**src/rtl/i2c_cond_pkg.sv**
```systemverilog
// Package i2c_cond_pkg
// Shared types for the start/stop condition generator.
package i2c_cond_pkg;

    // Sequencer states: idle, start hold, owning the bus, and the three stop phases
    typedef enum logic [2:0] {
        SEQ_IDLE    = 3'd0,
        SEQ_HOLD    = 3'd1,
        SEQ_OWN     = 3'd2,
        SEQ_SP_LOW  = 3'd3,
        SEQ_SP_SCL  = 3'd4,
        SEQ_SP_WAIT = 3'd5
    } seq_state_e;

endpackage

```
**src/rtl/cond_timer.sv**
```systemverilog
// Module cond_timer
// Counts consecutive clock cycles in which SCL reads high while the caller
// keeps `run` asserted. `done` is high in the LIMIT-th such cycle.
// Assumes LIMIT >= 1. A low SCL, or a dropped `run`, restarts the count at zero.
module cond_timer #(
    parameter int LIMIT = 5
) (
    input  logic clk,
    input  logic rst_n,
    input  logic run,
    input  logic scl_high,
    output logic done
);
    localparam int CNT_W = $clog2(LIMIT + 1);

    logic [CNT_W-1:0] cnt;

    assign done = run && scl_high && (cnt == CNT_W'(LIMIT - 1));

    // Advance while SCL is high, restart on stretch or when idle
    always_ff @(posedge clk) begin
        if (!rst_n || !run || !scl_high) begin
            cnt <= '0;
        end else if (!done) begin
            cnt <= cnt + CNT_W'(1);
        end
    end

endmodule

```
**src/rtl/cond_busy.sv**
```systemverilog
// Module cond_busy
// Tracks whether the bus is occupied, using detected start/stop events.
// Assumes the events are one-cycle pulses from an external detector.
// Reads busy after reset and while disabled, until the first stop is seen.
module cond_busy (
    input  logic clk,
    input  logic rst_n,
    input  logic enable,
    input  logic start_det,
    input  logic stop_det,
    output logic bus_busy
);

    // Busy flag: forced while disabled, set on start, cleared on stop
    always_ff @(posedge clk) begin
        if (!rst_n || !enable) begin
            bus_busy <= 1'b1;
        end else if (start_det) begin
            bus_busy <= 1'b1;
        end else if (stop_det) begin
            bus_busy <= 1'b0;
        end
    end

    assert_disabled_busy_R1: assert property (@(posedge clk) disable iff (!rst_n)
        !enable |=> bus_busy);

    assert_stop_frees_R2: assert property (@(posedge clk) disable iff (!rst_n)
        (enable && stop_det && !start_det) |=> !bus_busy);

endmodule

```
**src/rtl/cond_seq.sv**
```systemverilog
// Module cond_seq
// Sequencer for the start and stop conditions. It decides which line to pull
// in each phase, tracks master status and makes the trigger clear pulses.
// Assumes the timers report completion through hold_done and setup_done.
module cond_seq
    import i2c_cond_pkg::*;
(
    input  logic clk,
    input  logic rst_n,
    input  logic enable,
    input  logic scl_in,
    input  logic sda_in,
    input  logic start_req,
    input  logic stop_req,
    input  logic bus_busy,
    input  logic stop_det,
    input  logic arb_lost,
    input  logic hold_done,
    input  logic setup_done,
    output logic hold_run,
    output logic setup_run,
    output logic sda_pull,
    output logic scl_pull,
    output logic is_master,
    output logic start_clr,
    output logic stop_clr
);

    seq_state_e state, state_nx;
    logic       master_nx;

    // Next-state selection; a stop request outranks a start request
    always_comb begin
        state_nx  = state;
        master_nx = is_master;
        if (!enable || arb_lost) begin
            state_nx  = SEQ_IDLE;
            master_nx = 1'b0;
        end else begin
            case (state)
                SEQ_IDLE: begin
                    if (stop_req) begin
                        state_nx = SEQ_SP_LOW;
                    end else if (start_req && !bus_busy) begin
                        state_nx = SEQ_HOLD;
                    end
                end
                SEQ_HOLD: begin
                    if (hold_done) begin
                        state_nx  = SEQ_OWN;
                        master_nx = 1'b1;
                    end
                end
                SEQ_OWN: begin
                    if (stop_req) begin
                        state_nx = SEQ_SP_LOW;
                    end
                end
                SEQ_SP_LOW: begin
                    if (!sda_in) begin
                        state_nx = SEQ_SP_SCL;
                    end
                end
                SEQ_SP_SCL: begin
                    if (setup_done) begin
                        state_nx = SEQ_SP_WAIT;
                    end
                end
                SEQ_SP_WAIT: begin
                    if (stop_det) begin
                        state_nx  = SEQ_IDLE;
                        master_nx = 1'b0;
                    end
                end
                default: begin
                    state_nx  = SEQ_IDLE;
                    master_nx = 1'b0;
                end
            endcase
        end
    end

    // State and master status registers
    always_ff @(posedge clk) begin
        if (!rst_n) begin
            state     <= SEQ_IDLE;
            is_master <= 1'b0;
        end else begin
            state     <= state_nx;
            is_master <= master_nx;
        end
    end

    // Line drive decode: SDA low from hold through stop setup, SCL low while owning
    always_comb begin
        sda_pull  = (state == SEQ_HOLD) || (state == SEQ_OWN) ||
                    (state == SEQ_SP_LOW) || (state == SEQ_SP_SCL);
        scl_pull  = (state == SEQ_OWN) || ((state == SEQ_SP_LOW) && is_master);
        hold_run  = (state == SEQ_HOLD);
        setup_run = (state == SEQ_SP_SCL);
    end

    // Trigger clear pulses
    always_comb begin
        start_clr = arb_lost || (enable && hold_run && hold_done);
        stop_clr  = arb_lost || stop_det;
    end

    assert_scl_after_sda_R3: assert property (@(posedge clk) disable iff (!rst_n)
        $rose(scl_pull) |-> $past(sda_pull));

    assert_master_from_hold_R3: assert property (@(posedge clk) disable iff (!rst_n)
        $rose(is_master) |-> ($past(state) == SEQ_HOLD) && scl_pull);

    assert_sda_release_scl_high_R5: assert property (@(posedge clk) disable iff (!rst_n)
        ($fell(sda_pull) && $past(enable) && !$past(arb_lost)) |-> $past(scl_in));

    assert_arb_release_R8: assert property (@(posedge clk) disable iff (!rst_n)
        arb_lost |=> (!sda_pull && !scl_pull && !is_master));

    assert_stop_wins_R10: assert property (@(posedge clk) disable iff (!rst_n)
        (state == SEQ_IDLE && enable && !arb_lost && start_req && stop_req)
        |=> (state == SEQ_SP_LOW));

endmodule

```
**src/rtl/i2c_cond_gen.sv**
```systemverilog
// Module i2c_cond_gen
// Top of the I2C start/stop condition generator. It joins the busy tracker,
// the sequencer and the two timers (start hold and stop setup).
// Assumes synchronized bus inputs and one-cycle detector events.
module i2c_cond_gen #(
    parameter int HOLD_CYC  = 5,
    parameter int SETUP_CYC = 4
) (
    input  logic clk,
    input  logic rst_n,
    input  logic enable,
    input  logic scl_in,
    input  logic sda_in,
    input  logic start_req,
    input  logic stop_req,
    input  logic start_det,
    input  logic stop_det,
    input  logic arb_lost,
    output logic sda_pull,
    output logic scl_pull,
    output logic bus_busy,
    output logic is_master,
    output logic start_clr,
    output logic stop_clr
);

    logic hold_run, setup_run, hold_done, setup_done;

    cond_busy u_busy (
        .clk       (clk),
        .rst_n     (rst_n),
        .enable    (enable),
        .start_det (start_det),
        .stop_det  (stop_det),
        .bus_busy  (bus_busy)
    );

    cond_timer #(.LIMIT(HOLD_CYC)) u_hold_tmr (
        .clk      (clk),
        .rst_n    (rst_n),
        .run      (hold_run),
        .scl_high (scl_in),
        .done     (hold_done)
    );

    cond_timer #(.LIMIT(SETUP_CYC)) u_setup_tmr (
        .clk      (clk),
        .rst_n    (rst_n),
        .run      (setup_run),
        .scl_high (scl_in),
        .done     (setup_done)
    );

    cond_seq u_seq (
        .clk        (clk),
        .rst_n      (rst_n),
        .enable     (enable),
        .scl_in     (scl_in),
        .sda_in     (sda_in),
        .start_req  (start_req),
        .stop_req   (stop_req),
        .bus_busy   (bus_busy),
        .stop_det   (stop_det),
        .arb_lost   (arb_lost),
        .hold_done  (hold_done),
        .setup_done (setup_done),
        .hold_run   (hold_run),
        .setup_run  (setup_run),
        .sda_pull   (sda_pull),
        .scl_pull   (scl_pull),
        .is_master  (is_master),
        .start_clr  (start_clr),
        .stop_clr   (stop_clr)
    );

    assert_pulls_reset_R1: assert property (@(posedge clk) disable iff (!rst_n)
        !enable |=> (!sda_pull && !scl_pull && !is_master));

endmodule

```
**config.mk**
```make
export PLATFORM = sky130hd
export DESIGN_NAME = i2c_cond_gen
export DESIGN_NICKNAME = d
export VERILOG_FILES = /design/src/rtl/i2c_cond_pkg.sv /design/src/rtl/cond_timer.sv /design/src/rtl/cond_busy.sv /design/src/rtl/cond_seq.sv /design/src/rtl/i2c_cond_gen.sv
export SDC_FILE = /design/constraint.sdc
export NUM_CORES = 1
export LEC_CHECK = 0
export BUFFER_PORTS_ARGS = -buffer_cell sky130_fd_sc_hd__buf_2
export CORE_MARGIN = 3
export CORE_UTILIZATION = 48
export CTS_BUF_LIST = sky130_fd_sc_hd__clkbuf_8
export DETAILED_ROUTE_END_ITERATION = 6
export GPL_TIMING_DRIVEN = 1
export PLACE_DENSITY = 0.76
export SYNTH_ARGS = -nofsm -noshare
export SYNTH_HDL_FRONTEND = slang
export SYNTH_SLANG_ARGS = --single-unit
```
**constraint.sdc**
```tcl
create_clock -name clk -period 1.4 [get_ports clk]
set_input_delay 0.14 -clock clk [delete_from_list [all_inputs] [get_ports clk]]
set_output_delay 0.14 -clock clk [all_outputs]
set_load 0.1 [all_outputs]
```
==> results.yml <==
placement:
  hpwl_um: 1140
  post-place-ws_ps: 70.0
  routabilityCongestion: 0.746
  port_buffers: 15
  dpl_cell_area_um2: 877
routing:
  drtPass1Iterations: 4
  antenna_left: 0
  drt_iter0_drc: 35
  drt_wl_total_um: 1770
  viasPerCell: 5.55
  remaining_drc_errors: 0
  vias: 660
  post_drt_wl_per_cell_um: 14.9
cts:
  numCtsBuffers: 3
  cts_buffer_depth: 2
  worstSkewPairLatency_ps: 240
  cts_hold_buf: 0
  clkSinkCount: 11
  cts_tree: "built"
  h-tree-depth: 1
  clk_pin_slew_ps: 50
  cts_root_buf: "clkbuf_8"
timing:
  finClkSkew_ps: 1.93
  period_needed_ps: 1500
  fin_ws_ps: -105
  slew_headroom_pct: 67.4
  fmax_mhz: 665
  slew_violations: 0
  finalHoldViolCount: 0
  rsz0062_at_grt: "yes"
  tightest_slew_ps: 492
  hold_slack_ps: 98.2
  setup_viol: 1
  fin_crit_sh_pct: 107
final_layout:
  stdcell_area_um2: 1020
  fin_nets: 120
  regArea_um2: 231
  drive_gt1_share_pct: 57.1
  n_fill_cell: 57
  multi_input_area_um2: 454
  n_antenna_cell: 0
  area_growth_pct: 53.6
  utilization_pct: 85.1
flow_run:
  maxCapViolations: 0
setup_path:
  r2r_slack_ps: 50
  cp.arrival_ps: 1360
  r2r-start: "u_seq.state[2]"
  worstPathRequired_ps: 1260
  timing.rr.end: "u_seq.state[0]"
  slowest_stage: "dfxtp_2"
  reg2reg_depth: 6
  path_cells: "inv_2, ha_4, nand4_1, o21bai_4, buf_12"
  critPathMaxFanout: 2
  endpoint_kind: "output port"
  crit_type: "register to output port"
  cpPeakStageDelay_ps: 320
  worstSetupStartpointType: "register"
power_and_ir_drop:
  p_leak_nw: 0.429
  vdd_drop_max_uv: 629
  p_per_area_nw_per_um2: 759
  power_mw: 0.776
hold_path:
  hp-start: "start_det"
  min_path_type: "primary input to register"
  hold_path_depth: 2
  min_to: "u_busy.bus_busy"
die:
  die_h_um: 43.2
  die-width_um: 43.2
  design.core.area_um2: 1200
  die-area_um2: 1870
  io_pins: 16
  placementRows: 12
  initial_core_util_pct: 55.4
global_route:
  grt_usage_pct: 20.2
  grt_pass1_vias: 658
  overflow: 0
  antenna_found_initial: 0
  grt_pass1_wl_um: 2860
  grt_start_max_net_pins: 8
yosys:
  yosysWarnings: 0
  synth_flop_cell: "dfxtp_1"
  yosys.area.top_type: "dfxtp_1"
  yosys-top-cells-area: "dfxtp_1 33%, ha_1 7.5%, a21oi_1 5.3%"
  yosysMostFrequentCell: "dfxtp_1"
  syn_nets: 85
  ys_ff_latch: 11
  synth_top_area_share_pct: 33.1
  netlist_instances: 71
  synth_area_per_cell_um2: 9.38
  synth_cell_type_count: 31
  synthArstFlopShare_pct: 0
  synth_edf_count: 0
  ys_seq_area_share_pct: 33.1
  syn-cell-area_um2: 666
  synth_commonest_cells: "11 x dfxtp_1, 9 x nor2_1, 7 x a21oi_1"
outcome:
  failed_checks: "negative setup slack"
  status: "complete, but fails checks"
registers in the layout, summed over array words and instances, names as in the netlist:
signal and flops:
u_setup_tmr.cnt 3, u_seq.is_master 1, u_busy.bus_busy 1, u_hold_tmr.cnt 3
u_seq.state 3
kinds of logic (layout without fill, tap and decap cells):
group / Yosys count / after routing / synth area share (%)
simple gates: 29 / 29 / 30.1
compound gates: 15 / 15 / 17.7
flops: 11 / 11 / 33.1
buf+inv: 8 / 42 / 6.20
fa+ha+maj: 4 / 4 / 7.52
xor+xnor: 3 / 3 / 3.95
mux: 1 / 1 / 1.50
cell usage in the layout, fill, tap and decap left out, drive strengths merged:
master,count
nand2b,1
clkbuf,3
xnor2,2
nand4b,1
a2111oi,1
nor2b,1
o21bai,1
o211a,1
nor2,10
a311oi,1
mux2i,1
a21o,1
nand3b,1
nor3,1
a21oi,7
nand2,4
buf,32
o21ai,3
dfxtp,11
or2,1
ha,4
inv,7
nand3,4
nand4,2
and3,1
xor2,1
nor4b,2
routing by layer:
metal	share of wire (%)	GRT usage, %	vias to the layer above
met5	0	0	-
met4	1.1	6.63	0
met3	4.3	4.66	4
met2	55	36.9	17
met1	39	22.3	320
li1	-	-	319
repair_timing:
action                                  4_1_cts  5_1_grt
pin swaps                                     4        2
endpoints found under the setup margin        2        3
resized for setup                             9        3
buffers inserted                              5        4
report_power, final:
group	total (mW)	switching, mW	internal [mW]	leakage (nW)
Clock	0.313	0.121	0.193	0.0269
Sequential	0.319	0.00353	0.315	0.0917
Combinational	0.144	0.0861	0.0578	0.310
how the worst max path moves through the flow:
stage	from	end	slack (ps)	cells past startpoint
after detailed placement	u_setup_tmr.cnt[0]	u_seq.state[0]	70	5
after global placement	u_seq.state[2]	start_clr	90	4
after global routing	u_seq.state[0]	start_clr	-140	5
after CTS	u_hold_tmr.cnt[1]	start_clr	-120	5
after floorplan	u_seq.state[0]	start_clr	-100	4
final	u_hold_tmr.cnt[1]	start_clr	-100	5
stage by stage:
step | setup TNS, ps | std cells
4_1_cts | -119 | 115
3_5_place_dp | 0 | 106
5_1_grt | -141 | 119
2_1_floorplan | -114 | 71
6_report | -105 | 119
3_3_place_gp | 0 | 106
area by class of cell:
| type | count | area share [%] |
|---|---|---|
| Multi-Input combinational cell | 52 | 44.4 |
| Timing Repair Buffer | 32 | 24.6 |
| Sequential cell | 11 | 22.6 |
| Clock buffer | 3 | 4.04 |
| Inverter | 6 | 2.20 |
| Tap cell | 14 | 1.71 |
| Clock inverter | 1 | 0.367 |
worst max-delay path: cells and delay by family (launching register included):
family / cells / cell delay [ps]
flops: 1 / 320
buf+inv: 2 / 250
simple gates: 1 / 220
compound gates: 1 / 210
fa+ha+maj: 1 / 130
No activity file was read; power rests on OpenSTA's default activity.
